### config.mk
export PLATFORM = sky130hd
export DESIGN_NAME = irq_route_table
export DESIGN_NICKNAME = d
export VERILOG_FILES = /design/src/rtl/irq_route_pkg.sv /design/src/rtl/irq_entry.sv /design/src/rtl/irq_pick.sv /design/src/rtl/irq_msg_out.sv /design/src/rtl/irq_route_table.sv
export SDC_FILE = /design/constraint.sdc
export NUM_CORES = 1
export LEC_CHECK = 0
export ABC_CLOCK_PERIOD_IN_PS = 2200
export CAP_MARGIN = 20
export CORE_ASPECT_RATIO = 0.9
export CORE_UTILIZATION = 50
export DETAILED_ROUTE_END_ITERATION = 10
export DONT_BUFFER_PORTS = 1
export PLACE_DENSITY = 0.68
export SLEW_MARGIN = 20
export SYNTH_ARGS = -nofsm -noshare
export SYNTH_HDL_FRONTEND = slang
export SYNTH_SLANG_ARGS = --single-unit
### constraint.sdc
create_clock -name clk -period 2.2 [get_ports clk]
set_input_delay 0 -clock clk [delete_from_list [all_inputs] [get_ports clk]]
set_output_delay 0 -clock clk [all_outputs]
set_load 0.03 [all_outputs]
### src/rtl/irq_route_pkg.sv
package irq_route_pkg;

    parameter int VEC_W = 8;

    typedef enum logic {
        TRIG_EDGE  = 1'b0,
        TRIG_LEVEL = 1'b1
    } trig_e;

    typedef struct packed {
        logic [VEC_W-1:0] vector;
        trig_e            trig;
        logic             mask;
    } entry_cfg_t;

    localparam entry_cfg_t CFG_RESET = '{vector: '0, trig: TRIG_EDGE, mask: 1'b1};

endpackage

### src/rtl/irq_entry.sv
module irq_entry
    import irq_route_pkg::*;
(
    input  logic             clk,
    input  logic             rst,
    input  logic             pin_i,
    input  logic             cfg_we_i,
    input  entry_cfg_t       cfg_i,
    input  logic             launched_i,
    input  logic             accept_i,
    input  logic             eoi_valid_i,
    input  logic [VEC_W-1:0] eoi_vector_i,
    output logic             req_o,
    output logic [VEC_W-1:0] vector_o,
    output logic             level_o,
    output logic             rirr_o
);
    entry_cfg_t cfg_q;
    logic       pin_q;
    logic       pend_q;
    logic       rirr_q;
    logic       is_level;
    logic       rising;
    logic       eoi_hit;

    assign is_level = (cfg_q.trig == TRIG_LEVEL);
    assign rising   = pin_i & ~pin_q;
    assign eoi_hit  = eoi_valid_i & is_level & (eoi_vector_i == cfg_q.vector);

    always_ff @(posedge clk) begin
        if (rst) begin
            cfg_q  <= CFG_RESET;
            pin_q  <= 1'b0;
            pend_q <= 1'b0;
            rirr_q <= 1'b0;
        end else begin
            if (cfg_we_i) cfg_q <= cfg_i;
            pin_q <= pin_i;

            // edge mode: delivery pending until the message is taken
            if (is_level || accept_i)
                pend_q <= 1'b0;
            else if (pend_q && !launched_i && !pin_i)
                pend_q <= 1'b0;
            else if (!pend_q && rising && !cfg_q.mask)
                pend_q <= 1'b1;

            // level mode: remote IRR between acceptance and matching EOI
            if (!is_level)
                rirr_q <= 1'b0;
            else if (accept_i)
                rirr_q <= 1'b1;
            else if (eoi_hit)
                rirr_q <= 1'b0;
        end
    end

    always_comb begin
        if (cfg_q.mask || launched_i)
            req_o = 1'b0;
        else if (is_level)
            req_o = pin_i & ~rirr_q;
        else
            req_o = pend_q & pin_i;
    end

    assign vector_o = cfg_q.vector;
    assign level_o  = is_level;
    assign rirr_o   = rirr_q;

endmodule

### src/rtl/irq_pick.sv
module irq_pick #(
    parameter int N_ENTRIES = 4,
    parameter int IDX_W     = 2
) (
    input  logic [N_ENTRIES-1:0] req_i,
    output logic                 any_o,
    output logic [IDX_W-1:0]     idx_o
);
    always_comb begin
        any_o = 1'b0;
        idx_o = '0;
        for (int i = N_ENTRIES - 1; i >= 0; i--) begin
            if (req_i[i]) begin
                any_o = 1'b1;
                idx_o = IDX_W'(i);
            end
        end
    end
endmodule

### src/rtl/irq_msg_out.sv
module irq_msg_out
    import irq_route_pkg::*;
#(
    parameter int IDX_W = 2
) (
    input  logic             clk,
    input  logic             rst,
    input  logic             any_i,
    input  logic [IDX_W-1:0] src_i,
    input  logic [VEC_W-1:0] vec_i,
    input  logic             ready_i,
    output logic             valid_o,
    output logic [IDX_W-1:0] src_o,
    output logic [VEC_W-1:0] vec_o,
    output logic             accept_o
);
    assign accept_o = valid_o & ready_i;

    always_ff @(posedge clk) begin
        if (rst) begin
            valid_o <= 1'b0;
            src_o   <= '0;
            vec_o   <= '0;
        end else if (accept_o) begin
            valid_o <= 1'b0;
        end else if (!valid_o && any_i) begin
            valid_o <= 1'b1;
            src_o   <= src_i;
            vec_o   <= vec_i;
        end
    end
endmodule

### src/rtl/irq_route_table.sv
module irq_route_table
    import irq_route_pkg::*;
#(
    parameter int N_ENTRIES = 4,
    localparam int IDX_W    = $clog2(N_ENTRIES)
) (
    input  logic                 clk,
    input  logic                 rst,
    input  logic [N_ENTRIES-1:0] pin_i,
    input  logic                 cfg_we_i,
    input  logic [IDX_W-1:0]     cfg_idx_i,
    input  logic [VEC_W-1:0]     cfg_vector_i,
    input  logic                 cfg_level_i,
    input  logic                 cfg_mask_i,
    output logic                 msg_valid_o,
    input  logic                 msg_ready_i,
    output logic [IDX_W-1:0]     msg_src_o,
    output logic [VEC_W-1:0]     msg_vec_o,
    input  logic                 eoi_valid_i,
    input  logic [VEC_W-1:0]     eoi_vector_i
);
    entry_cfg_t           cfg_word;
    logic [N_ENTRIES-1:0] req_vec;
    logic [N_ENTRIES-1:0] level_vec;
    logic [N_ENTRIES-1:0] rirr_vec;
    logic [N_ENTRIES-1:0] launched_vec;
    logic [N_ENTRIES-1:0] accept_vec;
    logic [VEC_W-1:0]     vec_arr [N_ENTRIES];
    logic                 pick_any;
    logic [IDX_W-1:0]     pick_idx;
    logic                 accept;

    assign cfg_word = '{vector: cfg_vector_i, trig: trig_e'(cfg_level_i), mask: cfg_mask_i};

    for (genvar g = 0; g < N_ENTRIES; g++) begin : g_entry
        assign launched_vec[g] = msg_valid_o & (msg_src_o == IDX_W'(g));
        assign accept_vec[g]   = accept & (msg_src_o == IDX_W'(g));

        irq_entry u_entry (
            .clk          (clk),
            .rst          (rst),
            .pin_i        (pin_i[g]),
            .cfg_we_i     (cfg_we_i && (cfg_idx_i == IDX_W'(g))),
            .cfg_i        (cfg_word),
            .launched_i   (launched_vec[g]),
            .accept_i     (accept_vec[g]),
            .eoi_valid_i  (eoi_valid_i),
            .eoi_vector_i (eoi_vector_i),
            .req_o        (req_vec[g]),
            .vector_o     (vec_arr[g]),
            .level_o      (level_vec[g]),
            .rirr_o       (rirr_vec[g])
        );
    end

    irq_pick #(.N_ENTRIES(N_ENTRIES), .IDX_W(IDX_W)) u_pick (
        .req_i (req_vec),
        .any_o (pick_any),
        .idx_o (pick_idx)
    );

    irq_msg_out #(.IDX_W(IDX_W)) u_out (
        .clk      (clk),
        .rst      (rst),
        .any_i    (pick_any),
        .src_i    (pick_idx),
        .vec_i    (vec_arr[pick_idx]),
        .ready_i  (msg_ready_i),
        .valid_o  (msg_valid_o),
        .src_o    (msg_src_o),
        .vec_o    (msg_vec_o),
        .accept_o (accept)
    );

endmodule

==> results of run 1 <==
==> synth_stat cells (2+ instances only) <==
cell                        n
sky130_fd_sc_hd__a21oi_1   26
sky130_fd_sc_hd__a32o_1     8
sky130_fd_sc_hd__clkbuf_1   9
sky130_fd_sc_hd__o31a_1     8
sky130_fd_sc_hd__a211o_1   10
sky130_fd_sc_hd__mux2i_1   19
sky130_fd_sc_hd__nand2b_1   4
sky130_fd_sc_hd__and2_1     2
sky130_fd_sc_hd__dfxtp_1   63
sky130_fd_sc_hd__nand3_1    3
sky130_fd_sc_hd__nand2_1   45
sky130_fd_sc_hd__nand4_1    5
sky130_fd_sc_hd__buf_1      2
sky130_fd_sc_hd__a31o_2     2
sky130_fd_sc_hd__buf_2      3
sky130_fd_sc_hd__nor2b_1    6
sky130_fd_sc_hd__o211ai_1   2
sky130_fd_sc_hd__nor4b_1    8
sky130_fd_sc_hd__xnor2_1    8
sky130_fd_sc_hd__buf_6      2
sky130_fd_sc_hd__nor4_1     4
sky130_fd_sc_hd__nor3b_1    2
sky130_fd_sc_hd__inv_1      4
sky130_fd_sc_hd__nor2_2     2
sky130_fd_sc_hd__nor2_1    38
sky130_fd_sc_hd__or2_2      2
sky130_fd_sc_hd__o41ai_1    3
sky130_fd_sc_hd__xor2_1    24
sky130_fd_sc_hd__a311oi_2   2
sky130_fd_sc_hd__nand3b_1  11
==> what timing repair did <==
item | in CTS | in global routing
endpoints found under the hold margin | 55 | 0
hold buffers | 29 | 0
setup endpoints to repair | 0 | 11
resized for setup | 0 | 2
==> stage by stage <==
step	setup WS, ns	util	std cells
2_1_floorplan	0.01632	-	352
3_3_place_gp	0.07625	0.5466	440
3_5_place_dp	0.04518	0.5466	440
4_1_cts	0.03974	0.6292	485
5_1_grt	0.008191	0.6307	485
6_report	0.05641	0.6307	485
==> worst min-delay path, cell delays in order <==
cell                      delay (ns)
sky130_fd_sc_hd__nand2_1        0.06
sky130_fd_sc_hd__nor2_2         0.10
sky130_fd_sc_hd__nand2_1        0.08
sky130_fd_sc_hd__a21oi_1        0.05
==> cell type report <==
class / count / area, sq um
fillers: 531 / 2258
multi-input cells: 268 / 1828
flip-flops and latches: 63 / 1264
repair buffers: 47 / 435.4
clock buffers: 10 / 137.6
well taps: 87 / 108.9
clock inverters: 6 / 67.56
inverters: 4 / 15.01
==> cells by family after synthesis <==
group,Yosys count,share of synthesized area
buffers and inverters,21,0.03190
XOR/XNOR,32,0.08822
multiplexers,19,0.05987
AND/OR/NAND/NOR,140,0.2245
flip-flops,63,0.3970
AO/OA/AOI/OAI,77,0.1985
==> power by group <==
part	switching (W)	internal, W	total, W	leakage (nW)
combinational	0.000110	0.000112	0.000222	0.875
clock	0.000485	0.000559	0.00104	0.0993
sequential	0.0000381	0.00117	0.00121	0.513
==> placed cells by master (no fill, tap or decap), drive strengths merged, types with 3 or more instances in the layout <==
cell         instances
nor2b                6
nand3b              11
nand4                5
mux2i               19
nor2                40
inv                  6
clkbuf              10
a211o               10
a32o                 8
nand3                3
o31a                 8
xor2                24
o41ai                3
dlygate4sd3         28
nor4                 4
nor4b                8
nand2b               4
nor3b                3
dfxtp               63
buf                 19
a21oi               27
nand2               45
xnor2                8
==> metal layers <==
metal,track usage,share of wire,routed length (um)
met3,0.07447,0.077,671
met5,0,0,0
met1,0.3866,0.47,4082
met4,0.07333,0.020,174
met2,0.4079,0.44,3810
==> state kept, by name (all words and copies together), names as in the netlist <==
name and count:
g_entry.u_entry.cfg_q 4, g_entry.u_entry.level_o 4, g_entry.u_entry.pend_q 4, g_entry.u_entry.pin_q 4
g_entry.u_entry.rirr_o 4, g_entry.u_entry.vector_o 32, u_out.src_o 2, u_out.valid_o 1
u_out.vec_o 8
==> worst max path at each step <==
stage                                                       start                     endpoint  cells past startpoint
final                                  u_out.valid_o$_SDFFE_PP0P_   u_out.valid_o$_SDFFE_PP0P_                      6
after global routing      g_entry[2].u_entry.level_o$_SDFFE_PP0P_  u_out.vec_o[4]$_SDFFE_PP0P_                      6
after CTS                 g_entry[2].u_entry.level_o$_SDFFE_PP0P_  u_out.vec_o[7]$_SDFFE_PP0P_                      6
after detailed placement  g_entry[2].u_entry.level_o$_SDFFE_PP0P_  u_out.vec_o[3]$_SDFFE_PP0P_                      6
after global placement    g_entry[2].u_entry.level_o$_SDFFE_PP0P_  u_out.vec_o[7]$_SDFFE_PP0P_                      6
after floorplan                        u_out.valid_o$_SDFFE_PP0P_  u_out.vec_o[5]$_SDFFE_PP0P_                      8
==> results.py, run 1 <==
metrics = {
    "global_route": {
        "via_count_of_the_first_global_routing_pass": 2599,
        "antenna_found_initial": 0,
        "grt.total_usage": 0.2734,
        "overflow": 0,
        "grt_start_max_net_pins": 56,
        "first_pass_grt_wire_length_mm": 13.65,
    },
    "clock_tree": {
        "cts_htree_levels": 3,
        "cts_post_setup_buffers_inserted": 0,
        "cts.reportedPaths.clkPinSlew_ns": 0.07,
        "tritoncts": "done",
        "total_clock_sinks": 63,
        "cts.root.buffer_cell": "sky130_fd_sc_hd__clkbuf_8",
        "cts.path.max_buffers": 2,
        "worstSkewPairLatency_ns": 0.35,
        "cts-buffers-inserted": 9,
    },
    "setup_path": {
        "critical_path.top_delay_family": "compound AO/OA/AOI/OAI gates",
        "worstReg2RegEnd": "u_out.valid_o$_SDFFE_PP0P_",
        "ff2ff_setup_slack_ns": 0.06,
        "setup.worst_path.start_class": "flip-flop",
        "worstRegToRegCells": 6,
        "timing.critical_path.required_ns": 2.48,
        "cp.arrival_ns": 2.43,
        "crit_buf_inv": 1,
        "reg2reg_start": "u_out.valid_o$_SDFFE_PP0P_",
        "cp_max_fo": 4,
        "cpPeakStageDelay_ns": 0.55,
        "timing.critical_path.slowest_stage_cell": "sky130_fd_sc_hd__dlygate4sd3_1",
        "crit_path_end_kind": "flip-flop",
        "category_of_the_critical_setup_timing_path": "reg -> reg",
        "cp_cell_sequence": "nor3b_2 -> a2111o_1 -> o21a_1 -> a31o_2 -> a21oi_1 -> dlygate4sd3_1",
    },
    "worst_hold_path": {
        "worst_hold_path.endpoint": "g_entry[1].u_entry.vector_o[2]$_SDFFE_PP0P_",
        "worst_hold_path_type": "in -> reg",
        "hold_depth": 4,
        "startpoint_of_the_most_critical_hold_path": "cfg_idx_i[0]",
    },
    "synthesis": {
        "dominantRegCellSynth": "sky130_fd_sc_hd__dfxtp_1",
        "synth-async-reset-ratio": 0,
        "yosys_warnings": 0,
        "synth_top_cell_area_share": 0.3970,
        "synth_area_leaders": "sky130_fd_sc_hd__dfxtp_1, sky130_fd_sc_hd__xor2_1, sky130_fd_sc_hd__mux2i_1",
        "netlist_instances": 352,
        "syn-mean-instance-area_sq_um": 9.025,
        "synth_cell_types": 55,
        "mappedNetlistArea_sq_um": 3177,
        "yosysTopAreaCell": "sky130_fd_sc_hd__dfxtp_1",
        "syn-num-nets": 381,
        "synth_enable_flop_cells": 0,
        "synth-seq-cells": 63,
        "yosysSeqAreaShare": 0.3970,
    },
    "sta": {
        "tightest_slew_ns": 0.7418,
        "fin_crit_ns": 2.144,
        "final-max-slew-violation-count": 0,
        "timing.slew.headroom": 0.5040,
        "final-hold-violation-count": 0,
        "setup-violations-final": 0,
        "finClkSkew_ns": 0.007381,
        "min_period_over_period": 0.9744,
        "holdWs_ns": 0.007035,
        "max_freq_mhz": 466.5,
        "fin_tns_setup_ns": 0,
        "setup_repair_after_global_routing_missed_its_margin": "no",
    },
    "layout": {
        "drive_above_1_share": 0.1357,
        "diodes": 0,
        "post_route_cell_area_sq_um": 3856,
        "syn_to_final_growth_pct": 21.39,
        "finish.net_count": 422,
    },
    "drt": {
        "wl_per_cell_um": 18.02,
        "number_of_detailed_routing_iterations_run_before_antenna_repair": 5,
        "vias": 2874,
        "post-route-drc-count": 0,
        "final_antenna_net_count": 0,
        "detail_route.vias_per_cell": 5.926,
        "dr.first_iter.drc_count": 262,
        "routed_wl_mm": 8.738,
    },
    "power_and_ir_drop": {
        "power.density_nw_per_um2": 642.1,
        "leakagePower_nw": 1.487,
        "max-vdd-ir-drop_uv": 445.6,
        "totalPowerFinal_w": 0.002476,
    },
    "run_status": {
        "status": "finished clean",
    },
    "floorplan": {
        "die_height_um": 77.62,
        "die_w_um": 86.02,
        "area_of_the_die_sq_um": 6677,
        "placementRows": 27,
        "coreArea_sq_um": 6115,
        "design.portCount": 40,
        "floorplan.initialDensity": 0.5195,
    },
    "flow_run": {
        "drv.max_cap_violation_count": 0,
    },
    "place": {
        "place_hpwl_mm": 6.066,
        "gp_congestion": 0.8813,
        "port_buffers": 0,
        "placed_cell_area_sq_um": 3342,
    },
}
No activity file was read; power rests on OpenSTA's default activity.
==> run 2, diff against run 1 <==
Settings changed: RECOVER_POWER set to 50.
==> results.py, run 2 (synthesis results as in run 1) <==
metrics = {
    "setup_path": {
        "worstReg2RegEnd": "u_out.valid_o$_SDFFE_PP0P_",
        "category_of_the_critical_setup_timing_path": "reg -> reg",
        "ff2ff_setup_slack_ns": 0.06,
        "timing.critical_path.slowest_stage_cell": "sky130_fd_sc_hd__dlygate4sd3_1",
        "worstRegToRegCells": 6,
        "cp.arrival_ns": 2.43,
        "setup.worst_path.start_class": "flip-flop",
        "critical_path.top_delay_family": "compound AO/OA/AOI/OAI gates",
        "cp_max_fo": 4,
        "crit_path_end_kind": "flip-flop",
        "cpPeakStageDelay_ns": 0.55,
        "crit_buf_inv": 1,
        "timing.critical_path.required_ns": 2.48,
        "reg2reg_start": "u_out.valid_o$_SDFFE_PP0P_",
        "cp_cell_sequence": "nor3b_2 -> a2111o_1 -> o21a_1 -> a31o_2 -> a21oi_1 -> dlygate4sd3_1",
    },
    "layout": {
        "flip_flop_count_of_the_largest_register_after_layout": 32,
        "instances_no_fill": 485,
        "syn_to_final_growth_pct": 21.03,
        "layout.cells.most_common_list": "sky130_fd_sc_hd__dfxtp_1, sky130_fd_sc_hd__nand2_1, sky130_fd_sc_hd__nor2_1",
        "drive_above_1_share": 0.1281,
        "finish.net_count": 422,
        "layout.cells.most_common": "sky130_fd_sc_hd__dfxtp_1",
        "diodes": 0,
    },
    "flow_run": {
        "drv.max_cap_violation_count": 0,
    },
    "clock_tree": {
        "worstSkewPairLatency_ns": 0.35,
        "cts.path.max_buffers": 2,
        "tritoncts": "done",
        "cts_post_setup_buffers_inserted": 0,
        "cts_htree_levels": 3,
        "total_clock_sinks": 63,
        "cts-buffers-inserted": 9,
        "cts.root.buffer_cell": "sky130_fd_sc_hd__clkbuf_8",
        "cts.reportedPaths.clkPinSlew_ns": 0.07,
    },
    "global_route": {
        "antenna_found_initial": 0,
        "grt_start_max_net_pins": 56,
        "overflow": 0,
        "grt_most_used_layer": "met2",
        "grt_use_met3": 0.07447,
        "globalRouteMet2Util": 0.4079,
        "via_count_of_the_first_global_routing_pass": 2599,
        "globalRouteMet1Util": 0.3866,
        "first_pass_grt_wire_length_mm": 13.65,
        "grt.total_usage": 0.2734,
    },
    "drt": {
        "dr.first_iter.drc_count": 262,
        "wl_per_cell_um": 18.00,
        "detail_route.vias_per_cell": 5.967,
        "final_antenna_net_count": 0,
        "routed_wl_mm": 8.732,
        "vias": 2894,
        "post-route-drc-count": 0,
        "number_of_detailed_routing_iterations_run_before_antenna_repair": 5,
    },
    "worst_hold_path": {
        "worst_hold_path.endpoint": "g_entry[1].u_entry.vector_o[7]$_SDFFE_PP0P_",
        "worst_hold_path_type": "in -> reg",
        "startpoint_of_the_most_critical_hold_path": "cfg_idx_i[0]",
        "hold_depth": 4,
    },
    "power_and_ir_drop": {
        "leakagePower_nw": 1.476,
        "max-vdd-ir-drop_uv": 460.1,
        "power.density_nw_per_um2": 643.8,
    },
    "sta": {
        "setup-violations-final": 0,
        "fin_tns_setup_ns": 0,
        "final-max-slew-violation-count": 0,
        "setup_repair_after_global_routing_missed_its_margin": "no",
        "final-hold-violation-count": 0,
        "max_freq_mhz": 466.6,
        "fin_crit_ns": 2.143,
        "timing.slew.headroom": 0.4936,
        "min_period_over_period": 0.9743,
        "tightest_slew_ns": 0.7573,
        "finClkSkew_ns": 0.006626,
    },
    "floorplan": {
        "die_height_um": 77.62,
        "die_w_um": 86.02,
        "coreArea_sq_um": 6115,
        "area_of_the_die_sq_um": 6677,
        "design.portCount": 40,
        "placementRows": 27,
        "floorplan.initialDensity": 0.5195,
    },
    "place": {
        "place_hpwl_mm": 6.066,
        "gp_congestion": 0.8813,
        "placedCellCount": 440,
        "port_buffers": 0,
    },
    "run_status": {
        "status": "finished clean",
    },
}
==> run 2: changes by cell type in the layout (fill, tap and decap cells not counted), sizes merged <==
cell and change:
buf -3, clkbuf +3
==> run 2: worst reg2reg max path, stage by stage (launching register included) <==
cell                            delay (ns)
sky130_fd_sc_hd__dfxtp_2              0.33
sky130_fd_sc_hd__nor3b_2              0.17
sky130_fd_sc_hd__a2111o_1             0.44
sky130_fd_sc_hd__o21a_1               0.19
sky130_fd_sc_hd__a31o_2               0.29
sky130_fd_sc_hd__a21oi_1              0.12
sky130_fd_sc_hd__dlygate4sd3_1        0.55
==> run 2: stage by stage <==
stage | total power, W | instance area, sq um | util | hold WS (ns) | worst slack [ns]
final | 0.002475 | 3845 | 0.6288 | 0.004318 | 0.05662
after global routing | 0.002569 | 3845 | 0.6288 | 0.02646 | 0.008191
after CTS | 0.002488 | 3847 | 0.6292 | 0.004285 | 0.03974
after detailed placement | 0.001385 | 3342 | 0.5466 | 0.07018 | 0.04518
after global placement | 0.001380 | 3342 | 0.5466 | 0.06911 | 0.07625
after floorplan | 0.001354 | 3179 | - | 0.09468 | 0.01632
==> run 2: cell type report <==
type,count,area [sq um]
Fill cell,537,2270
Multi-Input combinational cell,268,1828
Sequential cell,63,1264
Timing Repair Buffer,47,424.2
Clock buffer,10,137.6
Tap cell,87,108.9
Clock inverter,6,67.56
Inverter,4,15.01
==> run 2: layer usage <==
layer | wire (um) | up-vias
li1 | - | 1351
met3 | 645 | 11
met2 | 3922 | 147
met1 | 4075 | 1385
met4 | 89 | 0
met5 | 0 | -
==> run 2: repair_timing <==
item / 4_1_cts / 5_1_grt
gates resized for setup: 0 / 2
setup endpoints to repair: 0 / 11
hold endpoints to repair: 55 / 0
hold buffers: 29 / 0
==> run 2: how the worst max path moves through the flow <==
stage | start | end | slack (ns) | depth (start not counted)
2_1_floorplan | u_out.valid_o$_SDFFE_PP0P_ | u_out.vec_o[5]$_SDFFE_PP0P_ | 0.02 | 8
3_5_place_dp | g_entry[2].u_entry.level_o$_SDFFE_PP0P_ | u_out.vec_o[3]$_SDFFE_PP0P_ | 0.05 | 6
3_3_place_gp | g_entry[2].u_entry.level_o$_SDFFE_PP0P_ | u_out.vec_o[7]$_SDFFE_PP0P_ | 0.08 | 6
5_1_grt | g_entry[2].u_entry.level_o$_SDFFE_PP0P_ | u_out.vec_o[4]$_SDFFE_PP0P_ | 0.008 | 6
4_1_cts | g_entry[2].u_entry.level_o$_SDFFE_PP0P_ | u_out.vec_o[7]$_SDFFE_PP0P_ | 0.04 | 6
6_report | u_out.valid_o$_SDFFE_PP0P_ | u_out.valid_o$_SDFFE_PP0P_ | 0.06 | 6
==> run 2: power by group <==
part | switching, W | internal (W) | leakage [nW] | total (W)
registers | 0.0000384 | 0.00117 | 0.513 | 0.00121
logic | 0.000110 | 0.000110 | 0.864 | 0.000220
clock network | 0.000486 | 0.000559 | 0.0993 | 0.00105
==> run 3, diff against run 2 <==
Settings changed: CORE_ASPECT_RATIO 0.9 to unset.
==> results.py, run 3 (synthesis results as in run 1) <==
metrics = {
    "run_status": {
        "status": "complete, but fails checks",
        "failed_checks": "hold timing",
    },
    "setup_path": {
        "crit_path_end_kind": "flip-flop",
        "category_of_the_critical_setup_timing_path": "reg -> reg",
        "timing.critical_path.slowest_stage_cell": "sky130_fd_sc_hd__dlygate4sd3_1",
        "timing.critical_path.required_ns": 2.49,
        "setup.worst_path.start_class": "flip-flop",
        "cp_cell_sequence": "nor3b_2 -> a2111o_1 -> o21a_1 -> a31o_2 -> a21oi_2 -> dlygate4sd3_1",
        "cpPeakStageDelay_ns": 0.56,
        "cp.arrival_ns": 2.44,
        "critical_path.top_delay_family": "compound AO/OA/AOI/OAI gates",
        "crit_buf_inv": 1,
        "cp_max_fo": 4,
    },
    "power_and_ir_drop": {
        "leakagePower_nw": 1.454,
        "swShare": 0.2596,
        "power.internal_w": 0.001802,
        "combinationalPowerShare": 0.088,
        "p_seq_frac": 0.497,
        "p_sw_w": 0.0006318,
        "max-vdd-ir-drop_uv": 484.5,
        "power_frac_clock": 0.415,
        "power.density_nw_per_um2": 636.7,
    },
    "floorplan": {
        "area_of_the_die_sq_um": 6677,
        "floorplan.initialDensity": 0.5272,
        "placementRows": 28,
        "die_height_um": 81.71,
        "design.portCount": 40,
        "die_w_um": 81.71,
        "coreArea_sq_um": 6026,
    },
    "drt": {
        "dr.first_iter.drc_count": 203,
        "vias": 2768,
        "number_of_detailed_routing_iterations_run_before_antenna_repair": 5,
        "routed_wl_mm": 8.560,
        "detail_route.vias_per_cell": 5.889,
        "final_antenna_net_count": 0,
        "wl_per_cell_um": 18.21,
        "post-route-drc-count": 0,
    },
    "clock_tree": {
        "cts.reportedPaths.clkPinSlew_ns": 0.07,
        "cts.root.buffer_cell": "sky130_fd_sc_hd__clkbuf_8",
        "total_clock_sinks": 63,
        "cts.path.max_buffers": 2,
        "cts_htree_levels": 3,
        "worstSkewPairLatency_ns": 0.35,
        "tritoncts": "done",
        "cts-buffers-inserted": 9,
    },
    "layout": {
        "layout.cells.most_common": "sky130_fd_sc_hd__dfxtp_1",
        "register_area_sq_um": 1265,
        "drive_above_1_share": 0.1392,
        "flip_flop_count_of_the_largest_register_after_layout": 32,
        "fillCellCount": 520,
        "layout.cells.most_common_list": "sky130_fd_sc_hd__dfxtp_1, sky130_fd_sc_hd__nand2_1, sky130_fd_sc_hd__nor2_1",
        "diodes": 0,
        "post_route_cell_area_sq_um": 3822,
        "final_core_util": 0.6343,
        "finish.net_count": 419,
        "multi_input_area_sq_um": 1836,
        "syn_to_final_growth_pct": 20.32,
    },
    "sta": {
        "setup_repair_after_global_routing_missed_its_margin": "no",
        "tightest_slew_ns": 0.7951,
        "finClkSkew_ns": 0.006436,
        "timing.slew.headroom": 0.4683,
        "holdWs_ns": -0.0001741,
        "fin_tns_setup_ns": 0,
        "min_period_over_period": 0.9761,
        "final-max-slew-violation-count": 0,
        "fin_crit_ns": 2.147,
        "setup-violations-final": 0,
        "final-hold-violation-count": 1,
        "max_freq_mhz": 465.7,
    },
    "global_route": {
        "antenna_found_initial": 0,
        "grt_start_max_net_pins": 56,
        "via_count_of_the_first_global_routing_pass": 2642,
        "first_pass_grt_wire_length_mm": 13.64,
        "grt.total_usage": 0.2785,
        "overflow": 0,
    },
    "place": {
        "placed_cell_area_sq_um": 3297,
        "gp_congestion": 0.9149,
        "place_hpwl_mm": 5.916,
        "port_buffers": 0,
    },
    "worst_hold_path": {
        "worst_hold_path_type": "in -> reg",
    },
    "flow_run": {
        "drv.max_cap_violation_count": 0,
    },
}
==> run 3: power groups by stage <==
stage          Combinational, W  Clock, W  Sequential (W)
2_1_floorplan          0.000134         0         0.00122
3_3_place_gp           0.000145         0         0.00123
3_5_place_dp           0.000148         0         0.00123
4_1_cts                0.000210   0.00102         0.00121
5_1_grt                0.000235   0.00109         0.00121
6_report               0.000214   0.00101         0.00121
==> run 3: final timing paths <==
path | slack, ns | end | depth (start not counted) | startpoint
worst max-delay path | 0.05 | u_out.valid_o$_SDFFE_PP0P_ | 6 | u_out.valid_o$_SDFFE_PP0P_
worst min-delay path | -0.0002 | g_entry[1].u_entry.vector_o[7]$_SDFFE_PP0P_ | 3 | cfg_idx_i[1]
worst max register to register | 0.05 | u_out.valid_o$_SDFFE_PP0P_ | 6 | u_out.valid_o$_SDFFE_PP0P_
worst min register to register | 0.47 | g_entry[1].u_entry.rirr_o$_SDFFE_PP0P_ | 2 | g_entry[1].u_entry.rirr_o$_SDFFE_PP0P_
==> run 3: area by class of cell <==
| cell class | count | share of cell area |
|---|---|---|
| clock inverters | 7 | 0.01931 |
| repair buffers | 44 | 0.1087 |
| flip-flops and latches | 63 | 0.3309 |
| clock buffers | 9 | 0.03241 |
| well taps | 75 | 0.02455 |
| inverters | 4 | 0.003928 |
| multi-input cells | 268 | 0.4802 |
==> run 3: timing repair <==
action,4_1_cts,5_1_grt
hold buffers,27,0
setup buffers,0,3
endpoints found under the setup margin,0,10
gates resized for setup,0,7
endpoints found under the hold margin,55,0
==> run 3: worst register-to-register path: cells and delay by family, from the launching register on <==
kind | cells | cell delay [ns]
AO/OA/AOI/OAI | 4 | 1.02
buffers and inverters | 1 | 0.56
flip-flops | 1 | 0.33
AND/OR/NAND/NOR | 1 | 0.18
==> run 3: metal layers <==
metal / GRT usage / up-vias / part of all wire
li1: - / 1344 / -
met1: 0.3860 / 1304 / 0.46
met2: 0.4133 / 103 / 0.45
met3: 0.08111 / 17 / 0.081
met4: 0.08772 / 0 / 0.015
met5: 0 / - / 0
==> run 3: per-stage QoR <==
step / setup WS [ns] / total power (W) / hold WS [ns] / cells
after global routing: 0.008007 / 0.002532 / 0.02781 / 470
after CTS: 0.03700 / 0.002441 / 0.00006303 / 467
after detailed placement: 0.03777 / 0.001380 / 0.07019 / 424
final: 0.05252 / 0.002434 / -0.0001741 / 470
after global placement: 0.08891 / 0.001377 / 0.06711 / 424
after floorplan: 0.01632 / 0.001354 / 0.09468 / 352
